## config.mk

```make
export PLATFORM = sky130hd
export DESIGN_NAME = hsdb_top
export DESIGN_NICKNAME = d
export VERILOG_FILES = /design/src/rtl/hsdb_pkg.sv /design/src/rtl/hsdb_strobe_sync.sv /design/src/rtl/hsdb_databuf.sv /design/src/rtl/hsdb_status.sv /design/src/rtl/hsdb_top.sv
export SDC_FILE = /design/constraint.sdc
export NUM_CORES = 1
export LEC_CHECK = 0
export CAP_MARGIN = 20
export CORE_ASPECT_RATIO = 1.1
export CORE_MARGIN = 5
export CORE_UTILIZATION = 46
export DETAILED_ROUTE_END_ITERATION = 7
export PLACE_DENSITY = 0.73
export SYNTH_ARGS = -nofsm -noshare
export SYNTH_HDL_FRONTEND = slang
export SYNTH_SLANG_ARGS = --single-unit
```

## constraint.sdc

```tcl
create_clock -name clk -period 2.1 [get_ports clk]
set_input_delay 0.42 -clock clk [delete_from_list [all_inputs] [get_ports clk]]
set_output_delay 0.42 -clock clk [all_outputs]
set_load 0.01 [all_outputs]
```

## src/rtl/hsdb_pkg.sv

```systemverilog
package hsdb_pkg;
  // Status byte bit positions (host software decodes these)
  localparam int unsigned STS_OBF = 0;
  localparam int unsigned STS_IBF = 1;
  localparam int unsigned STS_F0  = 2;
  localparam int unsigned STS_F1  = 3;
  localparam int unsigned STS_USR = 4;
endpackage

```

## src/rtl/hsdb_strobe_sync.sv

```systemverilog
module hsdb_strobe_sync #(
  parameter int unsigned STAGES = 2,
  parameter int unsigned PW     = 2
) (
  input  logic          clk,
  input  logic          rst_n,
  input  logic          strobe_n,
  input  logic [PW-1:0] payload,
  output logic          active,
  output logic          rise,
  output logic [PW-1:0] payload_sync
);
  localparam int unsigned BW = PW + 1;

  logic [STAGES-1:0][BW-1:0] stg;
  logic                      prev_strobe;

  always_ff @(posedge clk or negedge rst_n) begin
    if (!rst_n) begin
      for (int i = 0; i < int'(STAGES); i++) stg[i] <= {1'b1, {PW{1'b0}}};
      prev_strobe <= 1'b1;
    end else begin
      stg[0] <= {strobe_n, payload};
      for (int i = 1; i < int'(STAGES); i++) stg[i] <= stg[i-1];
      prev_strobe <= stg[STAGES-1][PW];
    end
  end

  assign active       = ~stg[STAGES-1][PW];
  assign rise         = stg[STAGES-1][PW] & ~prev_strobe;
  assign payload_sync = stg[STAGES-1][PW-1:0];
endmodule

```

## src/rtl/hsdb_databuf.sv

```systemverilog
module hsdb_databuf #(
  parameter int unsigned DW = 8
) (
  input  logic          clk,
  input  logic          rst_n,
  input  logic          load,
  input  logic [DW-1:0] d,
  output logic [DW-1:0] q
);
  always_ff @(posedge clk or negedge rst_n) begin
    if (!rst_n)    q <= '0;
    else if (load) q <= d;
  end
endmodule

```

## src/rtl/hsdb_status.sv

```systemverilog
module hsdb_status #(
  parameter int unsigned DW = 8
) (
  input  logic            clk,
  input  logic            rst_n,
  input  logic            lock,
  input  logic            host_wr_done,
  input  logic            host_wr_a0,
  input  logic            host_rd_data_done,
  input  logic            loc_ibf_clr,
  input  logic            loc_obf_set,
  input  logic            loc_sts_wr,
  input  logic [DW-5:0]   loc_sts_val,
  input  logic            loc_f0_wr,
  input  logic            loc_f0_val,
  output logic [DW-1:0]   status,
  output logic            pend_ibf_clr,
  output logic            pend_obf_set
);
  localparam int unsigned UW = DW - 4;

  logic [UW-1:0] usr_q, usr_d, pend_usr;
  logic          pend_usr_v;
  logic          f0_q, f0_d, pend_f0, pend_f0_v;
  logic          f1_q, ibf_q, obf_q;
  logic          ibf_clr, obf_set;

  always_comb begin
    usr_d   = usr_q;
    f0_d    = f0_q;
    ibf_clr = 1'b0;
    obf_set = 1'b0;
    if (!lock) begin
      if (pend_usr_v) usr_d = pend_usr;
      if (loc_sts_wr) usr_d = loc_sts_val;
      if (pend_f0_v)  f0_d  = pend_f0;
      if (loc_f0_wr)  f0_d  = loc_f0_val;
      ibf_clr = loc_ibf_clr | pend_ibf_clr;
      obf_set = loc_obf_set | pend_obf_set;
    end
  end

  always_ff @(posedge clk or negedge rst_n) begin
    if (!rst_n) begin
      usr_q <= '0;
      f0_q  <= 1'b0;
      f1_q  <= 1'b0;
      ibf_q <= 1'b0;
      obf_q <= 1'b0;
    end else begin
      usr_q <= usr_d;
      f0_q  <= f0_d;
      ibf_q <= (ibf_q & ~ibf_clr) | host_wr_done;
      obf_q <= (obf_q & ~host_rd_data_done) | obf_set;
      if (host_wr_done) f1_q <= host_wr_a0;
    end
  end

  // Parking area for local updates raised during a host status read
  always_ff @(posedge clk or negedge rst_n) begin
    if (!rst_n) begin
      pend_usr     <= '0;
      pend_usr_v   <= 1'b0;
      pend_f0      <= 1'b0;
      pend_f0_v    <= 1'b0;
      pend_ibf_clr <= 1'b0;
      pend_obf_set <= 1'b0;
    end else if (lock) begin
      if (loc_sts_wr) begin
        pend_usr   <= loc_sts_val;
        pend_usr_v <= 1'b1;
      end
      if (loc_f0_wr) begin
        pend_f0   <= loc_f0_val;
        pend_f0_v <= 1'b1;
      end
      pend_ibf_clr <= pend_ibf_clr | loc_ibf_clr;
      pend_obf_set <= pend_obf_set | loc_obf_set;
    end else begin
      pend_usr_v   <= 1'b0;
      pend_f0_v    <= 1'b0;
      pend_ibf_clr <= 1'b0;
      pend_obf_set <= 1'b0;
    end
  end

  assign status = {usr_q, f1_q, f0_q, ibf_q, obf_q};
endmodule

```

## src/rtl/hsdb_top.sv

```systemverilog
module hsdb_top #(
  parameter int unsigned DW          = 8,
  parameter int unsigned SYNC_STAGES = 2
) (
  input  logic          clk,
  input  logic          rst_n,
  input  logic          host_cs_n,
  input  logic          host_a0,
  input  logic          host_rd_n,
  input  logic          host_wr_n,
  input  logic [DW-1:0] host_din,
  output logic [DW-1:0] host_dout,
  output logic          host_doe,
  output logic          host_irq,
  output logic [DW-1:0] rx_data,
  output logic          rx_cmd,
  output logic          rx_valid,
  input  logic          rx_ready,
  input  logic [DW-1:0] tx_data,
  input  logic          tx_valid,
  output logic          tx_ready,
  input  logic          sts_wr,
  input  logic [DW-5:0] sts_user,
  input  logic          f0_wr,
  input  logic          f0_val
);
  import hsdb_pkg::*;

  localparam int unsigned WPW = DW + 2;  // {cs, a0, data}
  localparam int unsigned RPW = 2;       // {cs, a0}

  logic           wr_active, wr_rise, rd_active, rd_rise;
  logic [WPW-1:0] wr_live, wr_hold;
  logic [RPW-1:0] rd_live, rd_hold;
  logic           wr_done, wr_a0, rd_data_done, lock;
  logic           rx_fire, tx_fire;
  logic           pend_ibf_clr, pend_obf_set;
  logic [DW-1:0]  status, outbuf_q;

  hsdb_strobe_sync #(.STAGES(SYNC_STAGES), .PW(WPW)) u_wr_sync (
    .clk(clk), .rst_n(rst_n), .strobe_n(host_wr_n),
    .payload({~host_cs_n, host_a0, host_din}),
    .active(wr_active), .rise(wr_rise), .payload_sync(wr_live)
  );

  hsdb_strobe_sync #(.STAGES(SYNC_STAGES), .PW(RPW)) u_rd_sync (
    .clk(clk), .rst_n(rst_n), .strobe_n(host_rd_n),
    .payload({~host_cs_n, host_a0}),
    .active(rd_active), .rise(rd_rise), .payload_sync(rd_live)
  );

  // Keep the last payload seen while each strobe was low
  always_ff @(posedge clk or negedge rst_n) begin
    if (!rst_n) begin
      wr_hold <= '0;
      rd_hold <= '0;
    end else begin
      if (wr_active) wr_hold <= wr_live;
      if (rd_active) rd_hold <= rd_live;
    end
  end

  assign wr_done      = wr_rise & wr_hold[DW+1];
  assign wr_a0        = wr_hold[DW];
  assign rd_data_done = rd_rise & rd_hold[1] & ~rd_hold[0];
  assign lock         = rd_active & rd_live[1] & rd_live[0];

  assign rx_valid = status[STS_IBF] & ~pend_ibf_clr;
  assign rx_fire  = rx_valid & rx_ready;
  assign tx_ready = ~status[STS_OBF] & ~pend_obf_set;
  assign tx_fire  = tx_valid & tx_ready;

  hsdb_databuf #(.DW(DW)) u_inbuf (
    .clk(clk), .rst_n(rst_n), .load(wr_done),
    .d(wr_hold[DW-1:0]), .q(rx_data)
  );

  hsdb_databuf #(.DW(DW)) u_outbuf (
    .clk(clk), .rst_n(rst_n), .load(tx_fire),
    .d(tx_data), .q(outbuf_q)
  );

  hsdb_status #(.DW(DW)) u_status (
    .clk(clk), .rst_n(rst_n), .lock(lock),
    .host_wr_done(wr_done), .host_wr_a0(wr_a0),
    .host_rd_data_done(rd_data_done),
    .loc_ibf_clr(rx_fire), .loc_obf_set(tx_fire),
    .loc_sts_wr(sts_wr), .loc_sts_val(sts_user),
    .loc_f0_wr(f0_wr), .loc_f0_val(f0_val),
    .status(status), .pend_ibf_clr(pend_ibf_clr), .pend_obf_set(pend_obf_set)
  );

  assign rx_cmd    = status[STS_F1];
  assign host_irq  = status[STS_OBF];
  assign host_dout = host_a0 ? status : outbuf_q;
  assign host_doe  = ~host_cs_n & ~host_rd_n;
endmodule

```

==> flow_results.xml, run 1 <==
<?xml version="1.0" encoding="UTF-8"?>
<metrics>
  <group name="drt">
    <metric name="count_of_vias_placed_by_the_detailed_router" unit="">1438</metric>
    <metric name="detailedRoute.firstPassIterationCount" unit="">4</metric>
    <metric name="finalWirelength" unit="microns">4400</metric>
    <metric name="drt.antenna.violating_nets" unit="">0</metric>
    <metric name="wl_per_cell" unit="microns">14.4</metric>
    <metric name="drt_iter0_drc" unit="">67</metric>
    <metric name="drc" unit="">0</metric>
    <metric name="vias_per_cell" unit="">4.71</metric>
  </group>
  <group name="power_and_ir_drop">
    <metric name="vdd.ir_drop.worst" unit="mV">0.476</metric>
    <metric name="switchingPower" unit="uW">814</metric>
    <metric name="sw_frac_of_total" unit="">0.238</metric>
    <metric name="clock_network_power_share" unit="">0.285</metric>
    <metric name="internal-power" unit="mW">2.61</metric>
    <metric name="p_leak" unit="nW">1.53</metric>
    <metric name="power_per_cell_area" unit="mW/mm^2">1020</metric>
    <metric name="pwr-share-comb" unit="">0.214</metric>
    <metric name="flop_pwr_share" unit="">0.502</metric>
  </group>
  <group name="status">
    <metric name="outcome" unit="">completed</metric>
  </group>
  <group name="setup_path">
    <metric name="worst-endpoint-arrival" unit="ns">1.49</metric>
    <metric name="required" unit="ns">1.68</metric>
    <metric name="worstPathMaxFanout" unit="">2</metric>
    <metric name="critical_path_most_common_cell" unit="">clkdlybuf4s50_1</metric>
    <metric name="criticalPathCategory" unit="">primary input to output port</metric>
    <metric name="setup.worst_path.end_class" unit="">output port</metric>
    <metric name="critical_path.startpoint_type" unit="">primary input</metric>
    <metric name="r2r_cell_count" unit="">3</metric>
    <metric name="critical-path-slowest-cell" unit="">clkdlybuf4s50_1</metric>
    <metric name="cp_cell_sequence" unit="">clkdlybuf4s50_1 -&gt; nor2_1 -&gt; clkdlybuf4s50_1</metric>
    <metric name="slowest_delay" unit="ns">0.54</metric>
  </group>
  <group name="logic_synthesis">
    <metric name="synth.top_cells.by_area" unit="">dfrtp_1 63%, mux2_2 11%, mux2_4 8.1%</metric>
    <metric name="synth.net_count" unit="">198</metric>
    <metric name="synth.top_cell.area_share" unit="">0.629</metric>
    <metric name="ys.warnings.count" unit="">0</metric>
    <metric name="dominantRegCellSynth" unit="">dfrtp_1</metric>
    <metric name="synth-async-reset-ratio" unit="">1.00</metric>
    <metric name="synth-seq-area-share" unit="">0.690</metric>
    <metric name="synth_common_cells" unit="">65 x dfrtp_1, 26 x mux2_2, 14 x mux2_4, 14 x nand3_1, 9 x nor2_1</metric>
    <metric name="yosys_register_bits" unit="">71</metric>
    <metric name="average_instance_area_after_synthesis" unit="sq um">15.5</metric>
    <metric name="synth.most_common_cell" unit="">dfrtp_1</metric>
    <metric name="netlist_instances" unit="">167</metric>
    <metric name="library_cells_used_by_synthesis" unit="">22</metric>
    <metric name="syn_area" unit="sq mm">0.00258</metric>
    <metric name="yosys.area.top_type" unit="">dfrtp_1</metric>
    <metric name="synth_enable_flop_cells" unit="">0</metric>
  </group>
  <group name="sta">
    <metric name="final.setup_skew" unit="ns">0.00553</metric>
    <metric name="final_slew_violations" unit="">0</metric>
    <metric name="worst-slew-pin-transition" unit="ns">0.642</metric>
    <metric name="min_period_over_period" unit="">0.907</metric>
    <metric name="finalWorstPathRequiredPeriod" unit="ns">1.91</metric>
    <metric name="grt_setup_unrepaired" unit="">no</metric>
    <metric name="timing.slew.headroom" unit="">0.572</metric>
    <metric name="fin_worst_hold_slack" unit="ns">0.127</metric>
    <metric name="fmax" unit="MHz">525</metric>
    <metric name="report.final.hold_viol_count" unit="">0</metric>
    <metric name="timing.final.setup_violations" unit="">0</metric>
  </group>
  <group name="cells_and_area">
    <metric name="areaGrowthSynthToFinish" unit="%">30.0</metric>
    <metric name="antenna_cells" unit="">0</metric>
    <metric name="final_nets" unit="">258</metric>
    <metric name="drive_above_1_share" unit="">0.283</metric>
    <metric name="finalCoreUtilization" unit="">0.619</metric>
  </group>
  <group name="die">
    <metric name="placementRows" unit="">28</metric>
    <metric name="dieArea" unit="sq mm">0.00722</metric>
    <metric name="placeableCoreArea" unit="sq mm">0.00543</metric>
    <metric name="floorplan.initialDensity" unit="">0.476</metric>
    <metric name="die-width" unit="microns">81.5</metric>
    <metric name="num_io_pins" unit="">52</metric>
    <metric name="die_h" unit="microns">88.6</metric>
  </group>
  <group name="clock_tree">
    <metric name="post_cts_hold_buffer_count" unit="">0</metric>
    <metric name="ctsHtreeMaxLevel" unit="">3</metric>
    <metric name="tritoncts" unit="">built</metric>
    <metric name="cts.sinks" unit="">71</metric>
    <metric name="cts_buffers" unit="">9</metric>
    <metric name="cts_root_buf" unit="">clkbuf_8</metric>
    <metric name="clkLatencyLatePin" unit="ns">0.32</metric>
    <metric name="clock_path_buffers" unit="">2</metric>
    <metric name="cts_setup_buffers" unit="">0</metric>
    <metric name="clk_pin_slew_worst_paths" unit="ns">0.06</metric>
  </group>
  <group name="worst_hold_path">
    <metric name="hp-class" unit="">primary input to async pin</metric>
  </group>
  <group name="global_routing">
    <metric name="global_route.usage.met3" unit="">0.0326</metric>
    <metric name="grt_util_met1" unit="">0.184</metric>
    <metric name="grt-busiest-layer" unit="">met2</metric>
    <metric name="globalRoute.totalOverflow" unit="">0</metric>
    <metric name="grt_pass1_vias" unit="">1473</metric>
    <metric name="grt_util_met2" unit="">0.202</metric>
    <metric name="wire_length_of_the_first_global_routing_pass" unit="microns">7230</metric>
    <metric name="grt_start_max_net_pins" unit="">72</metric>
    <metric name="antenna_found_initial" unit="">0</metric>
    <metric name="grtUsageTotal" unit="">0.136</metric>
  </group>
  <group name="place">
    <metric name="gp_routability_congestion" unit="">0.716</metric>
    <metric name="buffer_ports.inserted" unit="">51</metric>
    <metric name="dp_hpwl" unit="microns">3070</metric>
  </group>
  <group name="run">
    <metric name="drv.max_cap_violation_count" unit="">0</metric>
  </group>
</metrics>
-- metrics by stage --
stage / TNS, ns / setup slack, ns / instance area [sq um] / cells / power, mW
floorplan: 0 / 0.726 / 2580 / 167 / 2.11
global placement: -1.42 / -0.184 / 3170 / 290 / 2.51
detailed placement: -1.57 / -0.207 / 3170 / 290 / 2.53
CTS: 0 / 0.0130 / 3350 / 304 / 3.48
global route: 0 / 0.141 / 3360 / 305 / 3.61
finish: 0 / 0.195 / 3360 / 305 / 3.42
-- area by class of cell --
class                           count  area (sq um)
Clock buffer                       14           183
Fill cell                         447          2070
Inverter                            3          11.3
Multi-Input combinational cell     87           744
Sequential cell                    71          1780
Tap cell                           75          93.8
Timing Repair Buffer               55           544
-- kinds of logic after synthesis --
logic type             count (synthesis)  synth area share
AND/OR/NAND/NOR                       36            0.0716
flip-flops                            71             0.690
multiplexers                          40             0.195
buffers and inverters                  9            0.0218
AO/OA/AOI/OAI                         11            0.0218
-- cell usage in the layout, fill, tap and decap left out, types with 2 or more instances in the layout --
cell,netlist,routed
buf_4,1,2
clkbuf_8,0,13
inv_1,3,3
clkdlybuf4s50_1,0,41
nor2_1,9,9
mux2_2,26,26
dfstp_2,6,6
dfrtp_1,65,65
a21oi_1,2,2
nand3_1,14,14
nand2_1,4,4
mux2_4,14,14
o21ai_0,8,8
dlygate4sd2_1,0,8
nor2b_1,2,2
-- metal layers --
metal / vias to the layer above / part of all wire
met1: 710 / 0.45
met4: 0 / 0.013
met5: - / 0
li1: 697 / -
met3: 6 / 0.042
met2: 25 / 0.49
-- state kept, by name, indices dropped and copies added, names as in the netlist, 2 cells and up --
name and count:
u_outbuf.q 8, rd_hold 2, u_wr_sync.stg 10, u_status.pend_usr 4, u_rd_sync.stg 4, u_wr_sync.payload_sync 9
u_status.usr_q 4, wr_hold 10, u_inbuf.q 8
-- path summary, 6_finish.rpt --
| path | startpoint | end | slack [ns] |
|---|---|---|---|
| setup / recovery | host_cs_n | host_doe | 0.19 |
| hold / removal | rst_n | u_wr_sync.stg[4] | 0.13 |
| setup reg to reg | u_wr_sync.stg[21] | u_inbuf.q[7] | 0.58 |
| hold reg to reg | u_wr_sync.stg[5] | u_wr_sync.payload_sync[5] | 0.35 |
| max in group asynchronous | rst_n | u_wr_sync.prev_strobe | 1.65 |
| min in group clk | u_wr_sync.stg[5] | u_wr_sync.payload_sync[5] | 0.35 |
-- what timing repair did --
action                     4_1_cts  5_1_grt
hold endpoints to repair         0        0
resized for setup                9        2
cloned                           0        1
setup endpoints to repair        8        6
-- worst max-delay path, delay by kind of cell --
kind	cells	cell delay, ns
and+or+nand+nor	1	0.11
buffers and inverters	2	0.95
-- power groups by stage --
| stage | registers [mW] | clock network (mW) | logic, mW |
|---|---|---|---|
| 2_1_floorplan | 1.73 | 0 | 0.381 |
| 4_1_cts | 1.72 | 1.01 | 0.745 |
| 6_report | 1.72 | 0.974 | 0.731 |
| 5_1_grt | 1.74 | 1.07 | 0.794 |
| 3_5_place_dp | 1.74 | 0 | 0.785 |
| 3_3_place_gp | 1.74 | 0 | 0.766 |
(Power assumes the default switching activity.)
==> run 2, diff against run 1 <==
--- a/config.mk
+++ b/config.mk
@@ -10,7 +10,7 @@
 export CORE_MARGIN = 5
 export CORE_UTILIZATION = 46
 export DETAILED_ROUTE_END_ITERATION = 7
-export PLACE_DENSITY = 0.73
+export PLACE_DENSITY_LB_ADDON = 0.3
 export SYNTH_ARGS = -nofsm -noshare
 export SYNTH_HDL_FRONTEND = slang
 export SYNTH_SLANG_ARGS = --single-unit
==> run 2 against run 1 <==
Utilization increased by 1.5 points; maximum frequency decreased by 7.2%; first-iteration DRC count decreased by 10%; final cell count increased by 1.3%; global-route usage increased by 1.0 points; sequential power about the same; hold slack got worse by 0.12 ns; clock skew decreased by 0.00071 ns; critical path depth increased by 1; clock power increased by 28%; die area unchanged; combinational power increased by 4.7%.
==> flow_results.xml, run 2 (same netlist as run 1, synthesis figures left out) <==
<?xml version="1.0" encoding="UTF-8"?>
<metrics>
  <group name="setup_path">
    <metric name="required" unit="ns">1.68</metric>
    <metric name="crit-reg2reg-launch" unit="">u_wr_sync.stg[21]</metric>
    <metric name="critical_path.startpoint_type" unit="">primary input</metric>
    <metric name="cp_cell_sequence" unit="">dlygate4sd2_1 -&gt; buf_6 -&gt; mux2_2 -&gt; clkdlybuf4s50_1</metric>
    <metric name="criticalPathCategory" unit="">primary input to output port</metric>
    <metric name="worstPathMaxFanout" unit="">5</metric>
    <metric name="slowest_delay" unit="ns">0.47</metric>
    <metric name="worst-endpoint-arrival" unit="ns">1.63</metric>
    <metric name="setup.worst_path.end_class" unit="">output port</metric>
    <metric name="crit-reg2reg-capture" unit="">u_inbuf.q[4]</metric>
    <metric name="ff2ff_setup_slack" unit="ns">0.57</metric>
    <metric name="r2r_cell_count" unit="">3</metric>
    <metric name="critPathLaunch" unit="">host_a0</metric>
    <metric name="timing_endpoint_of_the_critical_path" unit="">host_dout[4]</metric>
    <metric name="critical-path-slowest-cell" unit="">clkdlybuf4s50_1</metric>
  </group>
  <group name="sta">
    <metric name="final_critical_path_setup_slack" unit="ns">0.0474</metric>
    <metric name="final.setup_skew" unit="ns">0.00482</metric>
    <metric name="grt_setup_unrepaired" unit="">no</metric>
    <metric name="min_period_over_period" unit="">0.977</metric>
    <metric name="report.final.hold_viol_count" unit="">0</metric>
    <metric name="timing.final.setup_violations" unit="">0</metric>
    <metric name="final_slew_violations" unit="">0</metric>
    <metric name="tns" unit="ns">0</metric>
    <metric name="fmax" unit="MHz">487</metric>
    <metric name="worst-slew-pin-transition" unit="ns">0.616</metric>
    <metric name="timing.slew.headroom" unit="">0.589</metric>
    <metric name="finalWorstPathRequiredPeriod" unit="ns">2.05</metric>
  </group>
  <group name="clock_tree">
    <metric name="clkLatencyLatePin" unit="ns">0.33</metric>
    <metric name="tritoncts" unit="">built</metric>
    <metric name="cts.sinks" unit="">71</metric>
    <metric name="clk_pin_slew_worst_paths" unit="ns">0.07</metric>
    <metric name="cts_root_buf" unit="">clkbuf_8</metric>
    <metric name="clock_path_buffers" unit="">2</metric>
    <metric name="ctsHtreeMaxLevel" unit="">3</metric>
    <metric name="cts_buffers" unit="">9</metric>
  </group>
  <group name="place">
    <metric name="placement.setup.worst_slack" unit="ns">-0.234</metric>
    <metric name="buffer_ports.inserted" unit="">51</metric>
    <metric name="gp_routability_congestion" unit="">0.727</metric>
    <metric name="placed_cells" unit="">290</metric>
    <metric name="dp_hpwl" unit="microns">3090</metric>
  </group>
  <group name="cells_and_area">
    <metric name="most-common-layout-cells" unit="">65 x dfrtp_1, 46 x clkdlybuf4s50_1, 26 x mux2_2</metric>
    <metric name="layout.cells.non_filler" unit="">309</metric>
    <metric name="layout.filler_cells" unit="">416</metric>
    <metric name="layout.cells.most_common" unit="">dfrtp_1</metric>
    <metric name="register_area" unit="sq mm">0.00178</metric>
    <metric name="multiInputGateArea" unit="sq um">744</metric>
    <metric name="antenna_cells" unit="">0</metric>
    <metric name="drive_above_1_share" unit="">0.299</metric>
    <metric name="areaGrowthSynthToFinish" unit="%">33.1</metric>
    <metric name="final_nets" unit="">261</metric>
  </group>
  <group name="power_and_ir_drop">
    <metric name="internal-power" unit="mW">2.87</metric>
    <metric name="clock_network_power_share" unit="">0.336</metric>
    <metric name="pwr-share-comb" unit="">0.205</metric>
    <metric name="flop_pwr_share" unit="">0.459</metric>
    <metric name="vdd.ir_drop.worst" unit="mV">0.587</metric>
    <metric name="power_per_cell_area" unit="mW/mm^2">1080</metric>
    <metric name="p_leak" unit="nW">1.54</metric>
    <metric name="sw_frac_of_total" unit="">0.231</metric>
    <metric name="switchingPower" unit="uW">861</metric>
    <metric name="post-layout-total-power" unit="mW">3.73</metric>
  </group>
  <group name="drt">
    <metric name="drt_iter0_drc" unit="">60</metric>
    <metric name="count_of_vias_placed_by_the_detailed_router" unit="">1483</metric>
    <metric name="drc" unit="">0</metric>
    <metric name="finalWirelength" unit="microns">4560</metric>
    <metric name="drt.antenna.violating_nets" unit="">0</metric>
    <metric name="vias_per_cell" unit="">4.80</metric>
    <metric name="detailedRoute.firstPassIterationCount" unit="">4</metric>
    <metric name="wl_per_cell" unit="microns">14.8</metric>
  </group>
  <group name="die">
    <metric name="num_io_pins" unit="">52</metric>
    <metric name="die-width" unit="microns">81.5</metric>
    <metric name="floorplan.initialDensity" unit="">0.476</metric>
    <metric name="die_h" unit="microns">88.6</metric>
    <metric name="placementRows" unit="">28</metric>
    <metric name="dieArea" unit="sq mm">0.00722</metric>
    <metric name="placeableCoreArea" unit="sq mm">0.00543</metric>
  </group>
  <group name="status">
    <metric name="outcome" unit="">completed</metric>
  </group>
  <group name="global_routing">
    <metric name="grt_start_max_net_pins" unit="">45</metric>
    <metric name="globalRoute.totalOverflow" unit="">0</metric>
    <metric name="wire_length_of_the_first_global_routing_pass" unit="microns">7770</metric>
    <metric name="grtUsageTotal" unit="">0.147</metric>
    <metric name="antenna_found_initial" unit="">0</metric>
    <metric name="grt_pass1_vias" unit="">1575</metric>
  </group>
  <group name="run">
    <metric name="drv.max_cap_violation_count" unit="">0</metric>
  </group>
  <group name="worst_hold_path">
    <metric name="hp-class" unit="">primary input to async pin</metric>
  </group>
</metrics>
## run 2: changes by cell type in the layout (fill, tap and decap cells not counted), moves of 2 or more
cell and delta:
clkdlybuf4s50_1 +5, buf_4 +4, clkbuf_8 -4, dlygate4sd2_1 -4, bufinv_16 +3, clkinvlp_4 +2
## run 2: layout make-up
type,instances,area share
tap,75,0.0273
clock buffer,9,0.0360
sequential,71,0.519
multi-input combinational,87,0.216
inverter,3,0.00327
timing repair buffer,58,0.166
clock inverter,6,0.0320
## run 2: worst max-delay path: cells and delay by family
| family | cells | cell delay (ns) |
|---|---|---|
| buf+inv | 3 | 0.88 |
| mux | 1 | 0.33 |
## run 2: metal layers
layer	vias to the layer above	part of all wire	track usage
met5	-	0	0
met4	0	0.0090	0.0645
met3	4	0.056	0.0509
met2	30	0.50	0.228
met1	746	0.44	0.186
li1	703	-	-
## run 2: through the flow
step / area (sq um) / hold WS [ns] / utilization
after detailed placement: 3180 / 0.335 / 0.585
after global placement: 3180 / 0.331 / 0.585
after CTS: 3440 / 0.00472 / 0.633
after global routing: 3440 / 0.0162 / 0.633
final: 3440 / 0.00565 / 0.633
after floorplan: 2580 / 0.124 / -
## run 2: worst min-delay path by stage
stage | end | slack, ns | depth (start not counted)
global route | u_status.pend_usr[0] | 0.02 | 1
floorplan | rd_hold[0] | 0.12 | 0
finish | u_status.pend_usr[2] | 0.006 | 1
CTS | u_inbuf.q[0] | 0.005 | 1
global placement | u_wr_sync.payload_sync[0] | 0.33 | 0
detailed placement | u_wr_sync.payload_sync[5] | 0.33 | 0
## run 2: what timing repair did
action | 4_1_cts | 5_1_grt
gates resized for setup | 6 | 0
hold buffers | 0 | 0
endpoints found under the setup margin | 8 | 0
setup buffers | 3 | 0
## run 2: power groups by stage
stage	Combinational [mW]	Clock (mW)	Sequential [mW]
3_5_place_dp	0.788	0	1.74
6_report	0.765	1.25	1.71
4_1_cts	0.781	1.29	1.72
2_1_floorplan	0.381	0	1.73
3_3_place_gp	0.766	0	1.73
5_1_grt	0.828	1.35	1.75
==> run 3, diff against run 2 <==
--- a/config.mk
+++ b/config.mk
@@ -5,6 +5,7 @@
 export SDC_FILE = /design/constraint.sdc
 export NUM_CORES = 1
 export LEC_CHECK = 0
+export ABC_AREA = 1
 export CAP_MARGIN = 20
 export CORE_ASPECT_RATIO = 1.1
 export CORE_MARGIN = 5
==> run 3 against run 2 <==
Power shrank 2.8%; critical path type unchanged; final cell count grew 31%; clock skew increased by 0.0020 ns; setup slack better by 0.079 ns; critical endpoint is now host_dout[5]; count of clock-buffer cells in the layout grew 2; largest cell class unchanged; via count is 24% higher; combinational power fell by 8.5%; global-route usage fell by 0.33 points; largest power group unchanged.
==> flow_results.xml, run 3 <==
<?xml version="1.0" encoding="UTF-8"?>
<metrics>
  <group name="logic_synthesis">
    <metric name="synth.top_cells.by_area" unit="">dfrtp_1 61%, nand2_1 11%, dfstp_2 5.9%</metric>
    <metric name="syn_area" unit="sq mm">0.00267</metric>
    <metric name="library_cells_used_by_synthesis" unit="">22</metric>
    <metric name="synth.top_cell.area_share" unit="">0.609</metric>
    <metric name="ys.warnings.count" unit="">0</metric>
    <metric name="average_instance_area_after_synthesis" unit="sq um">10.2</metric>
    <metric name="dominantRegCellSynth" unit="">dfrtp_1</metric>
    <metric name="netlist_instances" unit="">262</metric>
    <metric name="synth.net_count" unit="">293</metric>
    <metric name="yosys.area.top_type" unit="">dfrtp_1</metric>
    <metric name="synth-seq-area-share" unit="">0.669</metric>
    <metric name="synth-async-reset-ratio" unit="">1.00</metric>
    <metric name="synth_enable_flop_cells" unit="">0</metric>
    <metric name="synth.most_common_cell" unit="">nand2_1</metric>
    <metric name="yosys_register_bits" unit="">71</metric>
    <metric name="synth_common_cells" unit="">81 x nand2_1, 65 x dfrtp_1, 28 x inv_1, 13 x a21oi_1</metric>
  </group>
  <group name="clock_tree">
    <metric name="ctsHtreeMaxLevel" unit="">3</metric>
    <metric name="clk_pin_slew_worst_paths" unit="ns">0.07</metric>
    <metric name="clock_path_buffers" unit="">2</metric>
    <metric name="tritoncts" unit="">built</metric>
    <metric name="cts_root_buf" unit="">clkbuf_8</metric>
    <metric name="cts_buffers" unit="">9</metric>
    <metric name="cts_setup_buffers" unit="">0</metric>
    <metric name="cts.sinks" unit="">71</metric>
    <metric name="clkLatencyLatePin" unit="ns">0.34</metric>
  </group>
  <group name="global_routing">
    <metric name="global_route.usage.met3" unit="">0.0460</metric>
    <metric name="wire_length_of_the_first_global_routing_pass" unit="microns">8070</metric>
    <metric name="grt-busiest-layer" unit="">met2</metric>
    <metric name="grt_util_met1" unit="">0.186</metric>
    <metric name="grt_util_met2" unit="">0.211</metric>
    <metric name="grt_start_max_net_pins" unit="">45</metric>
    <metric name="antenna_found_initial" unit="">0</metric>
    <metric name="grt_pass1_vias" unit="">1827</metric>
    <metric name="globalRoute.totalOverflow" unit="">0</metric>
    <metric name="grtUsageTotal" unit="">0.143</metric>
  </group>
  <group name="drt">
    <metric name="count_of_vias_placed_by_the_detailed_router" unit="">1832</metric>
    <metric name="vias_per_cell" unit="">4.53</metric>
    <metric name="drt_iter0_drc" unit="">84</metric>
    <metric name="finalWirelength" unit="microns">4590</metric>
    <metric name="detailedRoute.firstPassIterationCount" unit="">4</metric>
    <metric name="wl_per_cell" unit="microns">11.4</metric>
    <metric name="drc" unit="">0</metric>
    <metric name="drt.antenna.violating_nets" unit="">0</metric>
  </group>
  <group name="power_and_ir_drop">
    <metric name="p_leak" unit="nW">1.72</metric>
    <metric name="vdd.ir_drop.worst" unit="mV">0.432</metric>
    <metric name="power_per_cell_area" unit="mW/mm^2">1040</metric>
  </group>
  <group name="die">
    <metric name="die-width" unit="microns">82.6</metric>
    <metric name="num_io_pins" unit="">52</metric>
    <metric name="placeableCoreArea" unit="sq mm">0.00570</metric>
    <metric name="placementRows" unit="">29</metric>
    <metric name="die_h" unit="microns">89.9</metric>
    <metric name="floorplan.initialDensity" unit="">0.468</metric>
    <metric name="dieArea" unit="sq mm">0.00743</metric>
  </group>
  <group name="place">
    <metric name="placed_cells" unit="">387</metric>
    <metric name="gp_routability_congestion" unit="">0.735</metric>
    <metric name="buffer_ports.inserted" unit="">51</metric>
    <metric name="dp_hpwl" unit="microns">3280</metric>
    <metric name="placement.setup.worst_slack" unit="ns">-0.148</metric>
  </group>
  <group name="cells_and_area">
    <metric name="most-common-layout-cells" unit="">81 x nand2_1, 65 x dfrtp_1, 42 x clkdlybuf4s50_1</metric>
    <metric name="final_nets" unit="">353</metric>
    <metric name="layout.cells.non_filler" unit="">404</metric>
    <metric name="drive_above_1_share" unit="">0.113</metric>
    <metric name="antenna_cells" unit="">0</metric>
    <metric name="layout.filler_cells" unit="">494</metric>
    <metric name="areaGrowthSynthToFinish" unit="%">30.9</metric>
    <metric name="layout.cells.most_common" unit="">nand2_1</metric>
  </group>
  <group name="sta">
    <metric name="timing.slew.headroom" unit="">0.753</metric>
    <metric name="fin_worst_hold_slack" unit="ns">0.350</metric>
    <metric name="grt_setup_unrepaired" unit="">no</metric>
    <metric name="min_period_over_period" unit="">0.940</metric>
    <metric name="final_slew_violations" unit="">0</metric>
    <metric name="finalWorstPathRequiredPeriod" unit="ns">1.97</metric>
    <metric name="tns" unit="ns">0</metric>
    <metric name="final_critical_path_setup_slack" unit="ns">0.126</metric>
    <metric name="worst-slew-pin-transition" unit="ns">0.370</metric>
    <metric name="report.final.hold_viol_count" unit="">0</metric>
    <metric name="fmax" unit="MHz">507</metric>
    <metric name="final.setup_skew" unit="ns">0.00684</metric>
    <metric name="timing.final.setup_violations" unit="">0</metric>
  </group>
  <group name="worst_hold_path">
    <metric name="hp-class" unit="">flop to flop</metric>
  </group>
  <group name="setup_path">
    <metric name="required" unit="ns">1.68</metric>
    <metric name="criticalPathCategory" unit="">primary input to output port</metric>
    <metric name="worstPathMaxFanout" unit="">11</metric>
    <metric name="critical_path.startpoint_type" unit="">primary input</metric>
    <metric name="setup.worst_path.end_class" unit="">output port</metric>
    <metric name="worst-endpoint-arrival" unit="ns">1.55</metric>
  </group>
  <group name="status">
    <metric name="outcome" unit="">completed</metric>
  </group>
  <group name="run">
    <metric name="drv.max_cap_violation_count" unit="">0</metric>
  </group>
</metrics>
## run 3: cell count changes after synthesis, sizes merged, moves of 2 or more
cell,delta
nor2,+4
inv,+27
o21ai,+13
a21oi,+11
nor2b,-2
nand4,+7
mux2,-40
nand2,+78
## run 3: metal layers
| metal | vias to the layer above | routed length [microns] |
|---|---|---|
| met3 | 10 | 247 |
| met1 | 836 | 2160 |
| li1 | 948 | - |
| met4 | 0 | 87 |
| met5 | - | 0 |
| met2 | 38 | 2100 |
## run 3: where the power goes
part	leakage (nW)	total, mW	switching [mW]	internal (mW)
clock	0.112	1.22	0.488	0.731
combinational	0.760	0.700	0.347	0.354
sequential	0.849	1.71	0.127	1.58
## run 3: layout make-up
class                      instances  area [sq um]  area share
timing repair buffer              57           556       0.159
clock inverter                     5          80.1      0.0229
multi-input combinational        153           714       0.204
tap                               77          96.3      0.0276
sequential                        71          1780       0.511
clock buffer                      11           151      0.0433
inverter                          30           113      0.0322
## run 3: final timing paths
| kind | start | to | slack [ns] | depth (start not counted) |
|---|---|---|---|---|
| setup / recovery | host_a0 | host_dout[5] | 0.13 | 4 |
| hold / removal | u_wr_sync.stg[5] | u_wr_sync.payload_sync[5] | 0.35 | 0 |
| setup reg to reg | u_wr_sync.stg[21] | u_inbuf.q[6] | 0.77 | 3 |
| hold reg to reg | u_wr_sync.stg[5] | u_wr_sync.payload_sync[5] | 0.35 | 0 |
| max in group asynchronous | rst_n | u_rd_sync.stg[2] | 1.05 | 3 |
| min in group asynchronous | rst_n | u_wr_sync.payload_sync[4] | 0.49 | 2 |
## run 3: metrics by stage
step,utilization,cell area (sq um),power (mW)
final,0.613,3490,3.63
after global routing,0.613,3490,3.84
after CTS,0.613,3490,3.68
after detailed placement,0.573,3260,2.48
after global placement,0.573,3260,2.46
after floorplan,-,2670,2.07
## run 3: worst max-delay path, stage by stage
cell	delay, ns
clkdlybuf4s50_1	0.43
buf_4	0.18
o21ai_0	0.22
dlygate4sd2_1	0.30
## run 3: logic make-up after synthesis
| family | after synthesis | synth area share |
|---|---|---|
| AO/OA/AOI/OAI | 35 | 0.0666 |
| AND/OR/NAND/NOR | 118 | 0.201 |
| buffers and inverters | 38 | 0.0638 |
| flip-flops | 71 | 0.669 |
## run 3: repair_timing
action / CTS / global route
hold endpoints to repair: 9 / 0
hold buffers: 1 / 0
resized for setup: 8 / 0
setup endpoints to repair: 8 / 0
